===== src/rtl/xbus_pkg.sv =====
package xbus_pkg;

    typedef enum logic [2:0] {
        PH_IDLE,
        PH_TURN,
        PH_T1,
        PH_T2,
        PH_T3
    } phase_e;

    typedef enum logic [1:0] {
        DIR_NONE,
        DIR_READ,
        DIR_WRITE
    } dir_e;

    typedef struct packed {
        logic idle_r2w;
        logic idle_w2r;
    } turn_cfg_t;

    typedef struct packed {
        logic cs_act;
        logic rd_act;
        logic wr_act;
        logic drive;
    } strobe_t;

    function automatic logic is_final(input phase_e ph, input logic wr);
        return (wr && ph == PH_T2) || (!wr && ph == PH_T3);
    endfunction

    function automatic dir_e dir_of(input logic wr);
        return wr ? DIR_WRITE : DIR_READ;
    endfunction

    function automatic strobe_t strobe_decode(input phase_e ph, input logic wr);
        strobe_t s;
        s = '0;
        case (ph)
            PH_T1: begin
                s.cs_act = 1'b1;
                s.drive  = wr;
            end
            PH_T2: begin
                s.cs_act = 1'b1;
                s.rd_act = !wr;
                s.wr_act = wr;
                s.drive  = wr;
            end
            PH_T3: begin
                s.cs_act = 1'b1;
                s.rd_act = 1'b1;
            end
            default: s = '0;
        endcase
        return s;
    endfunction

endpackage


===== src/rtl/xbus_cfg_reg.sv =====
module xbus_cfg_reg
    import xbus_pkg::*;
(
    input  logic      clk,
    input  logic      rst,
    input  logic      cfg_we,
    input  logic      cfg_idle_r2w,
    input  logic      cfg_idle_w2r,
    output turn_cfg_t cfg
);

    always_ff @(posedge clk) begin
        if (rst) begin
            cfg.idle_r2w <= 1'b1;
            cfg.idle_w2r <= 1'b0;
        end else if (cfg_we) begin
            cfg.idle_r2w <= cfg_idle_r2w;
            cfg.idle_w2r <= cfg_idle_w2r;
        end
    end

    assert_cfg_load_R12: assert property (@(posedge clk) disable iff (rst)
        cfg_we |=> (cfg.idle_r2w == $past(cfg_idle_r2w) && cfg.idle_w2r == $past(cfg_idle_w2r)));

    assert_cfg_hold_R12: assert property (@(posedge clk) disable iff (rst)
        !cfg_we |=> $stable(cfg));

endmodule


===== src/rtl/xbus_dir_track.sv =====
module xbus_dir_track
    import xbus_pkg::*;
(
    input  logic      clk,
    input  logic      rst,
    input  logic      complete,
    input  logic      cur_write,
    input  logic      new_write,
    input  turn_cfg_t cfg,
    output logic      need_turn,
    output dir_e      prev_dir
);

    dir_e eff_prev;

    // the cycle finishing on this edge counts as the previous one
    assign eff_prev = complete ? dir_of(cur_write) : prev_dir;

    always_comb begin
        need_turn = 1'b0;
        if (eff_prev == DIR_READ && new_write)
            need_turn = cfg.idle_r2w;
        else if (eff_prev == DIR_WRITE && !new_write)
            need_turn = cfg.idle_w2r;
    end

    always_ff @(posedge clk) begin
        if (rst)
            prev_dir <= DIR_NONE;
        else if (complete)
            prev_dir <= dir_of(cur_write);
    end

    // once a cycle completes, a direction is always known
    assert_prev_known_R8: assert property (@(posedge clk) disable iff (rst)
        complete |=> prev_dir != DIR_NONE);

endmodule


===== src/rtl/xbus_phase_fsm.sv =====
module xbus_phase_fsm
    import xbus_pkg::*;
(
    input  logic   clk,
    input  logic   rst,
    input  logic   req_valid,
    input  logic   req_write,
    input  logic   need_turn,
    output logic   req_ready,
    output logic   accept,
    output logic   complete,
    output logic   cur_write,
    output phase_e phase
);

    phase_e phase_nx;
    phase_e start_ph;

    assign complete  = (phase != PH_IDLE) && is_final(phase, cur_write);
    assign req_ready = (phase == PH_IDLE) || complete;
    assign accept    = req_valid && req_ready;
    assign start_ph  = need_turn ? PH_TURN : PH_T1;

    always_comb begin
        phase_nx = phase;
        case (phase)
            PH_IDLE: if (accept) phase_nx = start_ph;
            PH_TURN: phase_nx = PH_T1;
            PH_T1:   phase_nx = PH_T2;
            PH_T2:   if (!cur_write) phase_nx = PH_T3;
                     else phase_nx = accept ? start_ph : PH_IDLE;
            PH_T3:   phase_nx = accept ? start_ph : PH_IDLE;
            default: phase_nx = PH_IDLE;
        endcase
    end

    always_ff @(posedge clk) begin
        if (rst) begin
            phase     <= PH_IDLE;
            cur_write <= 1'b0;
        end else begin
            phase <= phase_nx;
            if (accept) cur_write <= req_write;
        end
    end

    assert_turn_then_t1_R9: assert property (@(posedge clk) disable iff (rst)
        phase == PH_TURN |=> phase == PH_T1);

    assert_read_len_R2: assert property (@(posedge clk) disable iff (rst)
        (phase == PH_T2 && !cur_write) |=> phase == PH_T3);

    assert_write_len_R3: assert property (@(posedge clk) disable iff (rst)
        (phase == PH_T2 && cur_write) |=> (phase != PH_T3));

    assert_accept_start_R10: assert property (@(posedge clk) disable iff (rst)
        (req_valid && req_ready) |=> (phase == PH_TURN || phase == PH_T1));

endmodule


===== src/rtl/xbus_pin_drive.sv =====
module xbus_pin_drive
    import xbus_pkg::*;
#(
    parameter int ADDR_W = 24,
    parameter int DATA_W = 16,
    parameter int AREAS  = 8,
    parameter int AREA_W = 3
) (
    input  logic              clk,
    input  logic              rst,
    input  logic              load,
    input  logic [ADDR_W-1:0] ld_addr,
    input  logic [AREA_W-1:0] ld_area,
    input  logic [DATA_W-1:0] ld_wdata,
    input  phase_e            phase,
    input  logic              cur_write,
    input  logic [DATA_W-1:0] bus_din,
    output logic [ADDR_W-1:0] bus_addr,
    output logic [AREAS-1:0]  bus_cs_n,
    output logic              bus_rd_n,
    output logic              bus_wr_n,
    output logic [DATA_W-1:0] bus_dout,
    output logic              bus_dout_en,
    output logic [DATA_W-1:0] rd_data
);

    logic [ADDR_W-1:0] addr_q;
    logic [AREA_W-1:0] area_q;
    logic [DATA_W-1:0] wdata_q;
    logic [DATA_W-1:0] rdata_q;
    strobe_t           stb;

    assign stb = strobe_decode(phase, cur_write);

    always_ff @(posedge clk) begin
        if (rst) begin
            addr_q  <= '0;
            area_q  <= '0;
            wdata_q <= '0;
            rdata_q <= '0;
        end else begin
            if (load) begin
                addr_q  <= ld_addr;
                area_q  <= ld_area;
                wdata_q <= ld_wdata;
            end
            if (phase == PH_T3) rdata_q <= bus_din;
        end
    end

    for (genvar g = 0; g < AREAS; g++) begin : g_cs
        assign bus_cs_n[g] = !(stb.cs_act && area_q == AREA_W'(g));
    end

    assign bus_addr    = addr_q;
    assign bus_rd_n    = !stb.rd_act;
    assign bus_wr_n    = !stb.wr_act;
    assign bus_dout    = wdata_q;
    assign bus_dout_en = stb.drive;
    assign rd_data     = rdata_q;

    assert_quiet_turn_R9: assert property (@(posedge clk) disable iff (rst)
        phase == PH_TURN |-> (&bus_cs_n && bus_rd_n && bus_wr_n && !bus_dout_en));

    assert_addr_hold_R11: assert property (@(posedge clk) disable iff (rst)
        (phase == PH_T2 || phase == PH_T3) |-> $stable(bus_addr));

    assert_one_cs_R11: assert property (@(posedge clk) disable iff (rst)
        $onehot0(~bus_cs_n));

    assert_no_fight_R3: assert property (@(posedge clk) disable iff (rst)
        !(bus_dout_en && !bus_rd_n));

endmodule


===== src/rtl/ext_bus_seq.sv =====
module ext_bus_seq
    import xbus_pkg::*;
#(
    parameter int ADDR_W = 24,
    parameter int DATA_W = 16,
    parameter int AREAS  = 8,
    localparam int AREA_W = (AREAS > 1) ? $clog2(AREAS) : 1
) (
    input  logic              clk,
    input  logic              rst,
    input  logic              req_valid,
    output logic              req_ready,
    input  logic              req_write,
    input  logic [ADDR_W-1:0] req_addr,
    input  logic [AREA_W-1:0] req_area,
    input  logic [DATA_W-1:0] req_wdata,
    input  logic              cfg_we,
    input  logic              cfg_idle_r2w,
    input  logic              cfg_idle_w2r,
    output logic [ADDR_W-1:0] bus_addr,
    output logic [AREAS-1:0]  bus_cs_n,
    output logic              bus_rd_n,
    output logic              bus_wr_n,
    output logic [DATA_W-1:0] bus_dout,
    output logic              bus_dout_en,
    input  logic [DATA_W-1:0] bus_din,
    output logic [DATA_W-1:0] rd_data
);

    turn_cfg_t cfg;
    phase_e    phase;
    dir_e      prev_dir;
    logic      need_turn;
    logic      accept;
    logic      complete;
    logic      cur_write;

    xbus_cfg_reg u_cfg (
        .clk          (clk),
        .rst          (rst),
        .cfg_we       (cfg_we),
        .cfg_idle_r2w (cfg_idle_r2w),
        .cfg_idle_w2r (cfg_idle_w2r),
        .cfg          (cfg)
    );

    xbus_dir_track u_dir (
        .clk       (clk),
        .rst       (rst),
        .complete  (complete),
        .cur_write (cur_write),
        .new_write (req_write),
        .cfg       (cfg),
        .need_turn (need_turn),
        .prev_dir  (prev_dir)
    );

    xbus_phase_fsm u_fsm (
        .clk       (clk),
        .rst       (rst),
        .req_valid (req_valid),
        .req_write (req_write),
        .need_turn (need_turn),
        .req_ready (req_ready),
        .accept    (accept),
        .complete  (complete),
        .cur_write (cur_write),
        .phase     (phase)
    );

    xbus_pin_drive #(
        .ADDR_W (ADDR_W),
        .DATA_W (DATA_W),
        .AREAS  (AREAS),
        .AREA_W (AREA_W)
    ) u_pins (
        .clk         (clk),
        .rst         (rst),
        .load        (accept),
        .ld_addr     (req_addr),
        .ld_area     (req_area),
        .ld_wdata    (req_wdata),
        .phase       (phase),
        .cur_write   (cur_write),
        .bus_din     (bus_din),
        .bus_addr    (bus_addr),
        .bus_cs_n    (bus_cs_n),
        .bus_rd_n    (bus_rd_n),
        .bus_wr_n    (bus_wr_n),
        .bus_dout    (bus_dout),
        .bus_dout_en (bus_dout_en),
        .rd_data     (rd_data)
    );

    // an idle state only ever separates two opposite directions
    assert_turn_dir_R7: assert property (@(posedge clk) disable iff (rst)
        phase == PH_TURN |-> (prev_dir != DIR_NONE && (prev_dir == DIR_WRITE) != cur_write));

    assert_turn_enabled_R6: assert property (@(posedge clk) disable iff (rst)
        phase == PH_TURN |-> (cur_write ? $past(cfg.idle_r2w) : $past(cfg.idle_w2r)));

endmodule


===== config.mk =====
export PLATFORM = sky130hd
export DESIGN_NAME = ext_bus_seq
export DESIGN_NICKNAME = d
export VERILOG_FILES = /design/src/rtl/xbus_pkg.sv /design/src/rtl/xbus_cfg_reg.sv /design/src/rtl/xbus_dir_track.sv /design/src/rtl/xbus_phase_fsm.sv /design/src/rtl/xbus_pin_drive.sv /design/src/rtl/ext_bus_seq.sv
export SDC_FILE = /design/constraint.sdc
export NUM_CORES = 1
export LEC_CHECK = 0
export BUFFER_PORTS_ARGS = -buffer_cell sky130_fd_sc_hd__buf_4
export CAP_MARGIN = 20
export CORE_MARGIN = 2
export CORE_UTILIZATION = 46
export CTS_BUF_LIST = sky130_fd_sc_hd__clkbuf_16
export CTS_CLUSTER_DIAMETER = 120
export DETAILED_ROUTE_END_ITERATION = 6
export GPL_TIMING_DRIVEN = 1
export PLACE_DENSITY_LB_ADDON = 0.2
export SLEW_MARGIN = 0
export SYNTH_ARGS = -nofsm -noshare
export SYNTH_HDL_FRONTEND = slang
export SYNTH_HIERARCHICAL = 1
export SYNTH_SLANG_ARGS = --single-unit
export TNS_END_PERCENT = 30

===== constraint.sdc =====
create_clock -name clk -period 2.5 [get_ports clk]
set_clock_uncertainty 0.2 [all_clocks]
set_input_delay 0.25 -clock clk [delete_from_list [all_inputs] [get_ports clk]]
set_output_delay 0.25 -clock clk [all_outputs]
set_load 0.02 [all_outputs]

# Word-level counts from Yosys, hierarchy flattened
# Cells that the tools add are included.
[totals] register_bits=67 input_bits=66 output_inout_bits=68
[classes] eq_ne=14 n_mux=13 reduce_logical=33
[op_table] op="$eq A3 B3 Y1 const B" count=5
[op_table] op="$pmux W3 S5" count=1
[op_table] op="$logic_and A1 B1 Y1" count=14
[op_table] op="$eq A3 B2 Y1 const B" count=4
[op_table] op="$logic_not A1 Y1" count=12
[op_table] op="$mux W3" count=3
[op_table] op="$eq A3 B1 Y1 const B" count=2
[op_table] op="$logic_not A3 Y1" count=2
[op_table] op="$mux W2" count=3
[op_table] op="$mux W1" count=5
[op_table] op="$reduce_bool A3 Y1" count=1
[op_table] op="$reduce_or A3 Y1" count=1
[op_table] op="$eq A2 B1 Y1 const B" count=1
[op_table] op="$eq A2 B2 Y1 const B" count=1
[op_table] op="$logic_or A1 B1 Y1" count=2
[op_table] op="$ne A2 B1 Y1 const B" count=1
[op_table] op="$pmux W1 S2" count=1
[op_table] op="$reduce_or A2 Y1" count=1

# Longest topological paths before layout
# Gate-level depths: netlist of the first run.
[logic_depth] word_depth=13 depth_mapped=8 mapped_depth_nobuf=7

# By module
# The synthesis of the first run kept the hierarchy.
[modules_own_cells] mod="xbus_pin_drive" n_inst=1 cells_each=228 area_per_inst_um2=2378.5 seq_area_each_um2=1181.1
[modules_own_cells] mod="xbus_phase_fsm" n_inst=1 cells_each=33 area_per_inst_um2=260.2 seq_area_each_um2=80.1
[modules_own_cells] mod="xbus_dir_track" n_inst=1 cells_each=12 area_per_inst_um2=113.9 seq_area_each_um2=40.0
[modules_own_cells] mod="xbus_cfg_reg" n_inst=1 cells_each=6 area_per_inst_um2=68.8 seq_area_each_um2=40.0

# Least setup slack after synthesis of the first run
# No wires, ideal clock.
[synth_path] kind="flip-flop to flip-flop" start="reg u_fsm.phase[2]" end="reg u_fsm.phase[1]" setup_time_ns=0.122 t_arrival_ns=1.823 required_ns=2.178 setup_slack_ns=0.356 path_stages_with_launch=8 n_path_buf=0 period_less_slack_ns=2.144 cell_sequence="dfxtp_1 > inv_1 > o41ai_1 > nor3_1 > a31oi_1 > a21oi_1 > o21ai_0 > a21oi_1"
[synth_between] elab_chain_cells=13 word_cells_on_any_way=25 classes_between="eq/ne: 7; mux: 8; reduce/logical: 10"
[synth_lines] element="start, declared" line="xbus_phase_fsm.sv:13" rtl="output phase_e phase"
[synth_lines] element="start signal, assigned" line="xbus_phase_fsm.sv:42" rtl="phase <= phase_nx;"
[synth_lines] element="$eq A3 B2 Y1 or $eq A3 B3 Y1 (tied branches)" line="xbus_pkg.sv:30" rtl="return (wr && ph == PH_T2) || (!wr && ph == PH_T3);"
[synth_lines] element="$logic_and A1 B1 Y1" line="xbus_pkg.sv:30"
[synth_lines] element="$logic_or A1 B1 Y1" line="xbus_pkg.sv:30"
[synth_lines] element="$logic_and A1 B1 Y1 *" line="xbus_phase_fsm.sv:19" rtl="assign complete = (phase != PH_IDLE) && is_final(phase, cur_write);"
[synth_lines] element="net complete" line="ext_bus_seq.sv:35" rtl="logic complete;"
[synth_lines] element="$mux W2 *" line="xbus_dir_track.sv:17" rtl="assign eff_prev = complete ? dir_of(cur_write) : prev_dir;"
[synth_lines] element="$eq A2 B2 Y1" line="xbus_dir_track.sv:23" rtl="else if (eff_prev == DIR_WRITE && !new_write)"
[synth_lines] element="$logic_and A1 B1 Y1" line="xbus_dir_track.sv:23"
[synth_lines] element="$mux W1" line="xbus_dir_track.sv:23"
[synth_lines] element="$mux W1 *" line="xbus_dir_track.sv:21" rtl="if (eff_prev == DIR_READ && new_write)"
[synth_lines] element="net need_turn" line="ext_bus_seq.sv:33" rtl="logic need_turn;"
[synth_lines] element="$mux W2 *" line="xbus_phase_fsm.sv:22" rtl="assign start_ph = need_turn ? PH_TURN : PH_T1;"
[synth_lines] element="$mux W3" line="xbus_phase_fsm.sv:31, xbus_phase_fsm.sv:32"
[synth_lines] element="$mux W3" line="xbus_phase_fsm.sv:30" rtl="PH_T2: if (!cur_write) phase_nx = PH_T3;"
[synth_lines] element="$pmux W3 S5 *" line="xbus_phase_fsm.sv:26" rtl="case (phase)"
# Mark *: on every way through the listed nets, which the timed path passes. The rest lies on a longest branch. The select of a mux whose other input is x is not followed.
# A chain may end at the register's enable or synchronous reset.

# Worst setup path in the final report of the first run
[layout_path] start="reg u_fsm.phase[1]" end="reg u_pins.addr_q[12], in the netlist u_pins/bus_addr[12]"
[layout_between] elab_chain_cells=6 word_cells_on_any_way=10 classes_between="eq/ne: 2; reduce/logical: 8"
[layout_lines] element="$eq A3 B2 Y1 or $eq A3 B3 Y1 (tied branches)" line="xbus_pkg.sv:30"
[layout_lines] element="$logic_and A1 B1 Y1" line="xbus_pkg.sv:30"
[layout_lines] element="$logic_or A1 B1 Y1" line="xbus_pkg.sv:30"
[layout_lines] element="$logic_and A1 B1 Y1" line="xbus_phase_fsm.sv:19"
[layout_lines] element="$logic_or A1 B1 Y1 *" line="xbus_phase_fsm.sv:20" rtl="assign req_ready = (phase == PH_IDLE) || complete;"
[layout_lines] element="$logic_and A1 B1 Y1 *" line="xbus_phase_fsm.sv:21" rtl="assign accept = req_valid && req_ready;"
[layout_lines] element="net accept" line="ext_bus_seq.sv:34" rtl="logic accept;"
[layout_lines] element="end signal, assigned" line="xbus_pin_drive.sv:43" rtl="addr_q <= ld_addr;"
[layout_lines] element="end, declared" line="xbus_pin_drive.sv:27" rtl="logic [ADDR_W-1:0] addr_q;"
# Mark *: on every way through the listed nets, which the timed path passes. The rest lies on a longest branch.

==> flow_summary.toml, run 1 <==
[status]
status = "complete, no violations"

[critical_path]
crit_path_start_kind = "flop"
crit_start = "u_fsm/phase[1]$_SDFFE_PP0P_"
crit_path_max_incr_delay_ns = 0.62
path_depth = 6
critPathTopFamily = "flip-flops"
critPathCaptureType = "flop"
path_class = "reg2reg"
crit_slowest_cell = "dfxtp_1"
r2r-end = "u_pins/bus_addr[12]$_SDFFE_PP0P_"
r2r-start = "u_fsm/phase[1]$_SDFFE_PP0P_"
crit_path_max_fanout = 43
cp_data_arrival_time_ns = 2.15
reg2reg_slack_ns = 0.33
rr_worst_depth = 6
cp.buffers_inverters = 1
crit_end = "u_pins/bus_addr[12]$_SDFFE_PP0P_"
required_ns = 2.49
path_cells = "nand4b_1, nand2_1, and2_2, buf_12, mux2i_1, nor2_1"

[floorplan]
die_h_um = 82.3
core_um2 = 5920
initial_core_util = 0.477
io_pins = 134
rows = 28
die_x_um = 82.3
dieArea_um2 = 6780

[pwr]
p_sw_frac = 0.242
p_per_area_nw_per_um2 = 679
power_frac_clock = 0.442
ir_worst_vdd_v = 0.000560
pwr-share-seq = 0.374
p_leak_uw = 0.00208
p_switching_uw = 770
p_comb_frac = 0.184
p_int_uw = 2410

[cts]
h-tree-depth = 3
ctsResizeCount = 0
root_buffer = "clkbuf_16"
clkTransAtPathRegs_ns = 0.06
clockBufferDepth = 2
insertion_delay_ns = 0.32
cts_sinks = 67
post-cts-setup-buffers = 0
cts_tree = "yes"
cts_buffers = 9

[drt]
route.antenna.remaining_nets = 0
vias = 2652
finalWirelength_um = 7730
viasPerCell = 4.90
drc = 0
wire_per_inst_um = 14.3
drt-pass1-iter-count = 4
drt_iter0_markers = 96

[logic_synthesis]
synth-seq-cells = 67
synth_area_leaders = "dfxtp_1 48%, mux2i_1 22%, nand2b_1 7.1%, nor2_1 6.5%, o211ai_1 1.6%"
synth_nets = 345
synth_area_um2 = 2820
synth_largest_area_cell = "dfxtp_1"
syn_area_per_cell_um2 = 10.1
yosys_warnings = 6
syn_inst = 279
seq_area_frac_synth = 0.475
synth.distinct_cells = 31
yosysTopAreaCellShare = 0.475

[place]
place_hpwl_um = 4450
io_buffers = 133
place.gp.congestion = 0.772
dpl_cell_area_um2 = 3820

[global_route]
track_usage = 0.223
grt_first_pass_wirelength_um = 11600
grt_overflow = 0
grt_pass1_vias = 2541
grt_max_degree = 83
antenna_found_initial = 0

[layout]
fin_util = 0.792
drive_above_1_share = 0.333
nets = 527
fillers = 386
num_antenna_cells = 0
design_area_um2 = 4690
seqCellArea_um2 = 1340
area_growth_pct = 66.2
multi_input_area_um2 = 1330

[timing]
setup_viol = 0
hold_viol_final = 0
min_period_ns = 2.17
rsz0062_at_grt = "false"
whs_ns = 0.00341
period_share = 0.866
max_freq_ghz = 0.462
tightest_slew_ns = 0.722
setup_tns_ns = 0
max_slew_margin = 0.519
slew_violations = 0

[worst_hold_path]
hold_path_class = "in2reg"

[job]
cap_violations = 0
==> registers in the layout, indices dropped and copies added, names as in the netlist <==
| register | count |
|---|---|
| u_pins/bus_addr | 24 |
| u_pins/bus_dout | 16 |
| u_fsm/cur_write | 1 |
| u_cfg/cfg | 2 |
| u_dir/prev_dir | 2 |
| u_pins/area_q | 3 |
| u_pins/rd_data | 16 |
| u_fsm/phase | 3 |
==> worst min-delay path by stage <==
stage / start / to / slack (ns) / depth (start not counted)
2_1_floorplan: rst / u_cfg/cfg[0]$_SDFFE_PP0P_ / 0.12 / 1
6_report: bus_din[15] / u_pins/rd_data[15]$_SDFFE_PP0N_ / 0.003 / 3
5_1_grt: bus_din[15] / u_pins/rd_data[15]$_SDFFE_PP0N_ / 0.008 / 3
3_5_place_dp: cfg_idle_r2w / u_cfg/cfg[1]$_SDFFE_PP1P_ / 0.26 / 2
3_3_place_gp: u_pins/rd_data[3]$_SDFFE_PP0N_ / u_pins/rd_data[3]$_SDFFE_PP0N_ / 0.26 / 2
4_1_cts: bus_din[3] / u_pins/rd_data[3]$_SDFFE_PP0N_ / 0.003 / 3
==> power by group through the flow <==
stage | Sequential (uW) | Clock, uW | Combinational (uW)
after CTS | 1190 | 1420 | 580
after global placement | 1210 | 0 | 503
after floorplan | 1260 | 0 | 247
after detailed placement | 1210 | 0 | 511
final | 1190 | 1410 | 586
after global routing | 1200 | 1470 | 631
==> worst reg2reg max path, cell delays in order (launching register included) <==
cell and delay (ns):
dfxtp_1 0.62, nand4b_1 0.20, nand2_1 0.17, and2_2 0.18
buf_12 0.28, mux2i_1 0.31, nor2_1 0.06
==> layout by cell type, fill, tap and decap left out <==
| cell | instances |
|---|---|
| buf_4 | 136 |
| dfxtp_1 | 67 |
| mux2i_1 | 61 |
| dlygate4sd3_1 | 53 |
| nor2_1 | 49 |
| nand2b_1 | 32 |
| clkbuf_16 | 9 |
| o211ai_1 | 6 |
| inv_1 | 5 |
| nand3b_1 | 5 |
| a21oi_1 | 5 |
| nor2b_1 | 4 |
| bufinv_16 | 3 |
| o21ai_0 | 3 |
| nand3_1 | 3 |
| clkinv_2 | 2 |
| a211o_1 | 2 |
| nor3_1 | 2 |
| a31oi_1 | 2 |
| nand2_1 | 2 |
| o2111ai_1 | 2 |
| clkinv_1 | 1 |
| and4bb_2 | 1 |
| and4b_1 | 1 |
| a211oi_1 | 1 |
| nand4b_1 | 1 |
| and2_2 | 1 |
| o41ai_1 | 1 |
| nor2b_4 | 1 |
| or4_1 | 1 |
| or4b_1 | 1 |
| nor3b_4 | 1 |
| and2_1 | 1 |
| buf_12 | 1 |
==> cells by family (layout without fill, tap and decap cells) <==
logic type,count (synthesis),in the layout,share of synthesized area
AOI/OAI and AO/OA,22,22,0.0528
and+or+nand+nor,106,106,0.201
DFF,67,67,0.475
buffers and inverters,23,210,0.0545
muxes,61,61,0.216
==> Yosys cell counts <==
| master | count |
|---|---|
| clkbuf_1 | 2 |
| nor2b_4 | 1 |
| and4bb_2 | 1 |
| a211o_1 | 2 |
| o211ai_1 | 6 |
| nor3_1 | 2 |
| nand3_1 | 3 |
| inv_1 | 4 |
| and4b_1 | 1 |
| o41ai_1 | 1 |
| mux2i_1 | 61 |
| a21oi_1 | 5 |
| nor3b_2 | 1 |
| dfxtp_1 | 67 |
| buf_6 | 3 |
| nor2_1 | 49 |
| nor2b_1 | 4 |
| nand2_1 | 2 |
| or4b_1 | 1 |
| o21ai_0 | 3 |
| and2_1 | 2 |
| a211oi_1 | 1 |
| nand2b_1 | 32 |
| buf_4 | 5 |
| or4_1 | 1 |
| nand3b_1 | 5 |
| o2111ai_1 | 2 |
| nand4b_1 | 1 |
| buf_12 | 1 |
| a31oi_1 | 2 |
| buf_2 | 8 |
==> stage by stage <==
step                setup slack, ns  total power, uW  instances
finish                        0.335             3180        541
global route                  0.119             3300        541
CTS                           0.387             3190        541
detailed placement            0.410             1720        472
global placement              0.462             1710        472
floorplan                     0.356             1510        279
==> timing repair <==
action | in CTS | in global routing
hold buffers | 53 | 0
setup endpoints to repair | 0 | 0
endpoints found under the hold margin | 51 | 0
==> layer usage <==
layer,vias up,global-route usage,wire length (um),share of wire
li1,1319,-,-,-
met1,1225,0.255,3120,0.40
met2,90,0.381,3860,0.50
met3,18,0.0620,577,0.075
met4,0,0.112,182,0.024
met5,-,0,0,0
==> layout make-up <==
type                       instances  area share
tap                               75      0.0200
inverter                           4     0.00320
timing repair buffer             190       0.335
sequential                        67       0.286
clock buffer                       9      0.0480
clock inverter                     7      0.0230
multi-input combinational        189       0.284
Note: power is estimated with default switching activity, not from simulation.
==> inputs of run 2 (changes only) <==
- ABC_AREA: default -> 1
- PLACE_DENSITY: default -> 0.8
- PLACE_DENSITY_LB_ADDON: 0.2 -> default
==> flow_summary.toml, run 2 <==
[critical_path]
crit_path_max_incr_delay_ns = 0.34
critPathTopFamily = "buffers and inverters"
crit_path_start_kind = "flop"
path_cells = "buf_4, nand2_1, nand2_2, nand3_1, buf_4"
path_class = "reg2out"
critPathCaptureType = "output pin"
required_ns = 2.05
worst_path_most_repeated_cell = "buf_4"
cp.buffers_inverters = 2
crit_slowest_cell = "dfxtp_1"
crit_path_max_fanout = 38
cp_data_arrival_time_ns = 1.58

[logic_synthesis]
synth.distinct_cells = 20
synth_compound_gate_area_share = 0.127
syn_inst = 378
synthArstFlopShare = 0
yosys_warnings = 6
synth_edf_count = 0
synth-seq-cells = 67
synth_area_um2 = 2760
synth_mux_area_frac = 0
synth_flop_cell = "dfxtp_1"
synth.most_common_cell = "nor2_1"
synth_largest_area_cell = "dfxtp_1"
synthSimpleGateAreaFrac = 0.279
synth_area_leaders = "dfxtp_1 49%, nor2_1 14%, o21ai_0 8.0%, nand2_1 5.4%, nand3_1 4.9%"
synth_nets = 444
synthTopCellsByCount = "104 x nor2_1, 67 x dfxtp_1, 44 x o21ai_0, 40 x nand2_1, 32 x inv_1"
yosysTopAreaCellShare = 0.486
syn_area_per_cell_um2 = 7.30
seq_area_frac_synth = 0.486
synth_top_family_by_area = "simple AND/OR/NAND/NOR gates"
synthAdderAreaFrac = 0
synthXorXnorAreaFrac = 0

[worst_hold_path]
hold_path_class = "in2reg"

[global_route]
track_usage = 0.260
grt_pass1_vias = 2880
grt_max_degree = 42
grt_first_pass_wirelength_um = 13000
grt_overflow = 0
antenna_found_initial = 0

[drt]
vias = 3054
viasPerCell = 4.84
drt-pass1-iter-count = 5
wire_per_inst_um = 13.2
route.antenna.remaining_nets = 0
finalWirelength_um = 8350
drc = 0
drt_iter0_markers = 125

[timing]
max_freq_ghz = 0.494
setup_tns_ns = 0
slew_violations = 0
max_slew_margin = 0.764
period_share = 0.810
hold_viol_final = 0
setup_viol = 0
tightest_slew_ns = 0.354
rsz0062_at_grt = "false"
min_period_ns = 2.03

[cts]
cts_tree = "yes"
clkTransAtPathRegs_ns = 0.05
cts_sinks = 67
clockBufferDepth = 2
h-tree-depth = 3
insertion_delay_ns = 0.32
root_buffer = "clkbuf_16"
cts_buffers = 9

[floorplan]
core_um2 = 5850
io_pins = 134
initial_core_util = 0.471
die_h_um = 81.4
die_x_um = 81.4
dieArea_um2 = 6630
rows = 28

[layout]
final_cell_count_no_fill = 631
design_area_um2 = 4480
area_growth_pct = 62.5
layout_commonest_cell = "buf_4"
largest_register_ffs = 24
num_antenna_cells = 0
nets = 618
drive_above_1_share = 0.297
mostFrequentLayoutCells = "140 x buf_4, 104 x nor2_1, 67 x dfxtp_1"
fin_util = 0.766

[job]
cap_violations = 0

[pwr]
p_leak_uw = 0.00222
p_per_area_nw_per_um2 = 719
ir_worst_vdd_v = 0.000485

[place]
place_hpwl_um = 5010
place.gp.congestion = 0.786
dp.cells = 572
io_buffers = 133
dpl_cell_area_um2 = 3740

[status]
status = "complete, no violations"
==> run 2: changes by cell type in the layout (fill, tap and decap cells not counted), sizes merged, moves of 9 or more <==
cell / delta
nand2: +42
dlygate4sd3: -9
mux2i: -61
nand3: +25
o21ai: +41
nor2: +60
a21oi: +21
nand2b: -32
inv: +34
==> run 2: area by class of cell <==
class,count,area [um^2]
repair buffers,184,1490
inverters,36,135
multi-input cells,254,1120
clock inverters,6,75.1
fillers,434,1370
well taps,75,93.8
clock buffers,9,225
flip-flops and latches,67,1340
==> run 2: cell families after synthesis <==
group / after synthesis
buffers and inverters: 57
flip-flops: 67
AO/OA/AOI/OAI: 70
AND/OR/NAND/NOR: 184
==> run 2: path summary, 6_finish.rpt <==
path                          startpoint                          endpoint  cells after the start  slack [ns]
max          u_fsm/phase[2]$_SDFFE_PP0P_                       bus_cs_n[1]                      5        0.47
min                            req_write      u_fsm/cur_write$_SDFFE_PP0N_                      3        0.01
max reg2reg  u_fsm/phase[1]$_SDFFE_PP0P_  u_pins/bus_addr[23]$_SDFFE_PP0P_                      7        0.57
min reg2reg    u_cfg/cfg[1]$_SDFFE_PP1P_         u_cfg/cfg[1]$_SDFFE_PP1P_                      2        0.26
==> run 2: tightest hold or removal path: cells and delay by family <==
family / cells / cell delay (ns)
AO/OA/AOI/OAI: 1 / 0.05
buffers and inverters: 1 / 0.12
AND/OR/NAND/NOR: 1 / 0.06
==> run 2: where the power goes <==
part           internal [uW]  total [uW]  switching [uW]
clock                    852        1270             416
sequential              1170        1230            65.1
combinational            316         722             405
total                   2340        3220             887
==> run 2: layer usage <==
metal | share of wire | global-route usage
met1 | 0.38 | 0.286
met2 | 0.53 | 0.460
met3 | 0.072 | 0.0769
met4 | 0.015 | 0.115
met5 | 0 | 0
==> run 2: timing repair <==
item	in CTS	in global routing
hold endpoints to repair	46	0
hold buffers	44	0
setup buffers	0	0
resized for setup	0	0
==> run 2: through the flow <==
step | total power [uW] | hold WS (ns) | worst slack (ns)
2_1_floorplan | 1640 | 0.119 | 0.866
3_3_place_gp | 1890 | 0.239 | 0.763
3_5_place_dp | 1900 | 0.248 | 0.710
4_1_cts | 3230 | 0.00301 | 0.467
5_1_grt | 3360 | 0.0120 | 0.334
6_report | 3220 | 0.0133 | 0.474
